===== src/rtl/fss_slave.sv =====
`timescale 1ns/1ps
module fss_slave #(
  parameter int MAXB = 16,
  parameter int LW   = $clog2(MAXB + 1),
  parameter int AW   = $clog2(MAXB)
) (
  input  logic          clk,
  input  logic          rst_n,
  input  logic          cfg_we,
  input  logic [LW-1:0] cfg_len,
  input  logic          cfg_cpol,
  input  logic          cfg_cpha,
  output logic          cfg_ok,
  input  logic          tx_valid,
  input  logic [7:0]    tx_data,
  output logic          tx_ready,
  output logic          irq,
  input  logic          irq_ack,
  input  logic [AW-1:0] rx_addr,
  output logic [7:0]    rx_data,
  output logic          underrun,
  output logic          overrun,
  input  logic          sclk,
  input  logic          cs_n,
  input  logic          mosi,
  output logic          miso
);

  logic [2:0]    sck_q, cs_q;
  logic [1:0]    mo_q;
  logic [LW-1:0] len, wr_cnt, bcnt;
  logic          cpol, cpha, act, zero_act, pend_full, rxb;
  logic [2:0]    bc;
  logic [6:0]    rsh;
  logic [7:0]    cur, nxt;
  logic [7:0]    txm [2][MAXB];
  logic [7:0]    rxm [2][MAXB];

  wire sck_r   = sck_q[1] & ~sck_q[2];
  wire sck_f   = ~sck_q[1] & sck_q[2];
  wire lead    = cpol ? sck_f : sck_r;
  wire trail   = cpol ? sck_r : sck_f;
  wire sel     = cfg_ok & ~cs_q[1];
  wire smp     = sel & (cpha ? trail : lead);
  wire drv     = sel & (cpha ? lead : trail);
  wire cs_fall = cfg_ok & cs_q[2] & ~cs_q[1];
  wire cs_rise = ~cs_q[2] & cs_q[1];
  wire byte_end = smp && (bc == 3'd7);
  wire fdone   = byte_end && (bcnt == len - 1'b1);
  wire wr_acc  = tx_valid & tx_ready;
  wire len_ok  = (cfg_len != '0) && (cfg_len <= LW'(MAXB));

  assign tx_ready = cfg_ok & ~pend_full;
  assign rx_data  = rxm[rxb][rx_addr];
  assign miso     = cur[7];

  always_comb begin
    nxt = 8'h00;
    if (!zero_act && bcnt < len) nxt = txm[act][bcnt[AW-1:0]];
  end

  always_ff @(posedge clk) begin
    if (wr_acc) txm[~act][wr_cnt[AW-1:0]] <= tx_data;
  end

  always_ff @(posedge clk) begin
    if (!cfg_we && byte_end) rxm[~rxb][bcnt[AW-1:0]] <= {rsh, mo_q[1]};
  end

  always_ff @(posedge clk or negedge rst_n) begin
    if (!rst_n) begin
      sck_q <= '0;
      cs_q  <= '1;
      mo_q  <= '0;
    end else begin
      sck_q <= {sck_q[1:0], sclk};
      cs_q  <= {cs_q[1:0], cs_n};
      mo_q  <= {mo_q[0], mosi};
    end
  end

  always_ff @(posedge clk or negedge rst_n) begin
    if (!rst_n) begin
      cfg_ok    <= 1'b0;
      len       <= '0;
      cpol      <= 1'b0;
      cpha      <= 1'b0;
      act       <= 1'b0;
      zero_act  <= 1'b1;
      pend_full <= 1'b0;
      wr_cnt    <= '0;
      bcnt      <= '0;
      bc        <= '0;
      rsh       <= '0;
      cur       <= '0;
      rxb       <= 1'b0;
      irq       <= 1'b0;
      underrun  <= 1'b0;
      overrun   <= 1'b0;
    end else if (cfg_we) begin
      cfg_ok    <= len_ok;
      if (len_ok) begin
        len  <= cfg_len;
        cpol <= cfg_cpol;
        cpha <= cfg_cpha;
      end
      zero_act  <= 1'b1;
      pend_full <= 1'b0;
      wr_cnt    <= '0;
      bcnt      <= '0;
      bc        <= '0;
      cur       <= '0;
      irq       <= 1'b0;
      underrun  <= 1'b0;
      overrun   <= 1'b0;
    end else begin
      if (wr_acc) begin
        if (wr_cnt == len - 1'b1) begin
          wr_cnt    <= '0;
          pend_full <= 1'b1;
        end else begin
          wr_cnt <= wr_cnt + 1'b1;
        end
      end

      if (cs_fall) begin
        bc   <= '0;
        bcnt <= '0;
        cur  <= nxt;
      end
      if (cs_rise) begin
        bc   <= '0;
        bcnt <= '0;
      end

      if (smp) begin
        rsh <= {rsh[5:0], mo_q[1]};
        bc  <= bc + 1'b1;
        if (byte_end) bcnt <= fdone ? '0 : bcnt + 1'b1;
      end
      if (drv) cur <= (bc == 3'd0) ? nxt : {cur[6:0], 1'b0};

      if (fdone) begin
        rxb <= ~rxb;
        irq <= 1'b1;
        if (irq && !irq_ack) overrun <= 1'b1;
        if (pend_full) begin
          act       <= ~act;
          zero_act  <= 1'b0;
          pend_full <= 1'b0;
        end else begin
          zero_act <= 1'b1;
          underrun <= 1'b1;
        end
      end else if (irq_ack) begin
        irq <= 1'b0;
      end
    end
  end

endmodule


===== config.mk =====
export PLATFORM = sky130hd
export DESIGN_NAME = fss_slave
export DESIGN_NICKNAME = d
export VERILOG_FILES = /design/src/rtl/fss_slave.sv
export SDC_FILE = /design/constraint.sdc
export NUM_CORES = 1
export LEC_CHECK = 0
export BUFFER_PORTS_ARGS = -buffer_cell sky130_fd_sc_hd__clkbuf_2
export CAP_MARGIN = 20
export CORE_ASPECT_RATIO = 0.75
export CORE_MARGIN = 1.5
export CORE_UTILIZATION = 40
export CTS_CLUSTER_DIAMETER = 200
export DETAILED_ROUTE_END_ITERATION = 8
export PLACE_DENSITY = 0.58
export SETUP_SLACK_MARGIN = 0.05
export SYNTH_ARGS = -nofsm -noshare
export SYNTH_HDL_FRONTEND = slang
export SYNTH_SLANG_ARGS = --single-unit
export TNS_END_PERCENT = 5

===== constraint.sdc =====
create_clock -name clk -period 3.75 [get_ports clk]
set_input_delay 0.9375 -clock clk [delete_from_list [all_inputs] [get_ports clk]]
set_output_delay 0.9375 -clock clk [all_outputs]
set_load 0.01 [all_outputs]

==> metrics.md <==
| Metric | Value |
|---|---|
| CTS tree | yes |
| Netlist cell types | 54 |
| DRT Pass-1 Iters | 5 |
| Logic pwr share | 3.4% |
| Worst Tran Pin Value | 1054 ps |
| Die Area | 57590 um^2 |
| Grt total ovfl | 0 |
| Routed length on met3 | 3.002 mm |
| Top post-synthesis cells by count | edfxtp_1, mux4_2, nor2_1, nand2_1, dfrtp_1 |
| Yosys synthesis warning count | 0 |
| I/O pins | 41 |
| Initial antenna violation count | 0 |
| Critical path peak fanout | 6 |
| Filler cells | 4574 |
| Global-route wire length before repair | 73.91 mm |
| Share of cells above drive strength 1 | 28.82% |
| Cts-stage hold buffer count | 0 |
| Area contributors post-synth | edfxtp_1, mux4_2, dfrtp_1, nor2_1, mux2_2 |
| RSZ-0062 raised after global routing | true |
| Top FF cell, synth | edfxtp_1 |
| Relative slew margins | 29.49% |
| Core ar. | 55000 um^2 |
| F_max | 264.4 MHz |
| Total track usage | 17.42% |
| Total of max-cap violations | 0 |
| Worst Path Arrival | 2840 ps |
| IO buf count | 40 |
| Sw frac | 20.88% |
| Via count | 11080 |
| Final Routed Wirelength | 49.80 mm |
| Worst EP required | 2810 ps |
| CTS max path bufs | 3 |
| Skew final | 26.18 ps |
| Skew-Pair Late Insertion Delay | 620 ps |
| Cell taking the most area after synthesis | edfxtp_1 |
| Metal-1 WL | 24.36 mm |
| Post-Syn Instances | 1120 |
| Final setup violating endpoints | 8 |
| Tcrit/Tclk final | 100.8% |
| Status | complete, but fails checks |
| Syn nets | 1164 |
| Hold slack | 332.3 ps |
| Vias in the first global route | 10970 |
| Die Ht | 208.2 um |
| Fin nets | 1281 |
| Lkg Pwr | 8.398 nW |
| Via/cell ratio | 5.541 |
| Hold Vio Cnt, Final | 0 |
| DRC viols | 0 |
| CP Class | reg -> out |
| Failing checks | negative setup slack |
| Critical Path Source Type | flop |
| Ant. Diodes | 0 |
| Yosys reg bits | 563 |
| Fin cells | 1999 |
| Routed wl met2 | 21.54 mm |
| Min Tclk post-route | 3781 ps |
| Area grow syn2layout | 15.23% |
| H-tree depth | 2 |
| Worst-path clk slew | 60 ps |
| Min-Delay Path Class | in -> async |
| DRT antenna net count | 0 |
| CTS root buffer | clkbuf_16 |
| Pwr Density | 494.5 nW/um^2 |
| Pint | 10.13 mW |
| Worst setup margin | -31.49 ps |
| Share of the synthesized area in the top cell type | 68.46% |
| Highest metal used | met4 |
| Worst VDD drop | 0.0004051 V |
| WL/cell | 24.91 um |
| Post-synth EDFFs | 512 |
| Most common cell in the netlist | edfxtp_1 |
| Starting Density | 40.83% |
| Synthesized cell area | 22460 um^2 |
| Share of power burned in registers | 55.9% |
| Clock power frac | 40.6% |
| Sw power | 2.673 mW |
| Clock buffer count from CTS | 53 |
| Rows | 74 |
| Sequential share of the synthesized area | 74.17% |
| Crit. End Element | output port |
| Iter 0 DRT Violations | 1121 |
| Die X | 276.6 um |
| Slew Viols, Final | 0 |
| Mean post-synth cell area | 20.05 um^2 |
| Clock sink count | 563 |
| DP HPWL | 30.66 mm |
| Cells after DPL | 1889 |
| Setup TNS | -127.7 ps |
| Async set-or-reset flop fraction in the synthesized netlist | 9.059% |
| GP Congestion | 0.7830 |
| Largest net degree at the start of global routing | 45 |
[power by group through the flow]
stage                     clock, mW  sequential, mW  combinational, mW
after floorplan                   0            7.24              0.226
after global placement            0            7.32              0.363
after detailed placement          0            7.33              0.372
after CTS                      5.30            7.19              0.378
after global routing           5.54            7.17              0.482
final                          5.20            7.16              0.441
[what timing repair did]
item                       4_1_cts  5_1_grt
setup buffers                    4        1
cloned                           4        3
setup endpoints to repair        8        8
resized for setup               10        6
hold endpoints to repair         0        0
[critical path: stages (launching register included)]
cell     delay [ps]
dfrtp_4         440
buf_12          170
buf_12          140
mux4_2          510
mux4_2          550
mux2_4          310
buf_6           120
[per-stage QoR]
step                      cell area, um^2  utilization (%)  power [mW]  setup WS [ps]
after CTS                           25720            46.77       12.87         -134.8
after floorplan                     22460                -       7.464          153.3
after global routing                25880            47.05       13.20         -93.99
after global placement              23850            43.36       7.683          105.2
after detailed placement            23850            43.36       7.700          79.23
final                               25880            47.05       12.80         -31.49
[layout make-up]
cell class | count | area (um^2) | area share [%]
clock buffer | 68 | 1414 | 5.463
tap | 722 | 903.4 | 3.491
clock inverter | 27 | 245.2 | 0.9476
sequential | 563 | 16660 | 64.40
timing repair buffer | 117 | 1080 | 4.173
inverter | 16 | 60.06 | 0.2321
multi-input combinational | 486 | 5512 | 21.30
[flip-flops by register name (all words and copies together) (netlist names), 2 cells and up]
signal	cells
bc	3
bcnt	5
cs_q	3
cur	8
len	5
mo_q	2
rsh	7
rxm	256
sck_q	3
txm	256
wr_cnt	5
[cells by family after synthesis]
logic type	after synthesis	share of synthesized area (%)
DFF	563	74.17
and+or+nand+nor	197	4.100
muxes	179	16.13
AOI/OAI and AO/OA	80	2.630
buffers and inverters	71	1.393
adders and majority gates	17	0.9471
xor gates and xnor gates	13	0.6296
[placed cells by master (no fill, tap or decap), types with 15 or more instances in the layout]
master     netlist  routed
ha_1            17      17
nor2_1          72      72
clkbuf_16        0      57
mux4_2         144     144
inv_1           15      15
mux2_2          24      18
dfrtp_1         47      44
buf_4            7      58
edfxtp_1       512     512
nor3_1          21      21
nand2_1         52      52
clkbuf_2         0      39
[final timing paths]
path                          from         end  slack, ps  depth (start not counted)
min reg2reg                mo_q[0]     mo_q[1]        350                          0
min in group clk           mo_q[0]     mo_q[1]        350                          0
min                          rst_n       bc[1]        330                          1
max in group asynchronous    rst_n     bcnt[1]       2670                          3
max reg2reg                   cpol  rxm[0][26]        590                          5
max                            rxb  rx_data[5]        -30                          6
[per-layer routing]
metal / up-vias / global-route usage (%)
li1: 4834 / -
met1: 5848 / 27.69
met2: 329 / 24.95
met3: 65 / 2.953
met4: 0 / 4.077
met5: - / 0
Note: power is estimated with default switching activity, not from simulation.
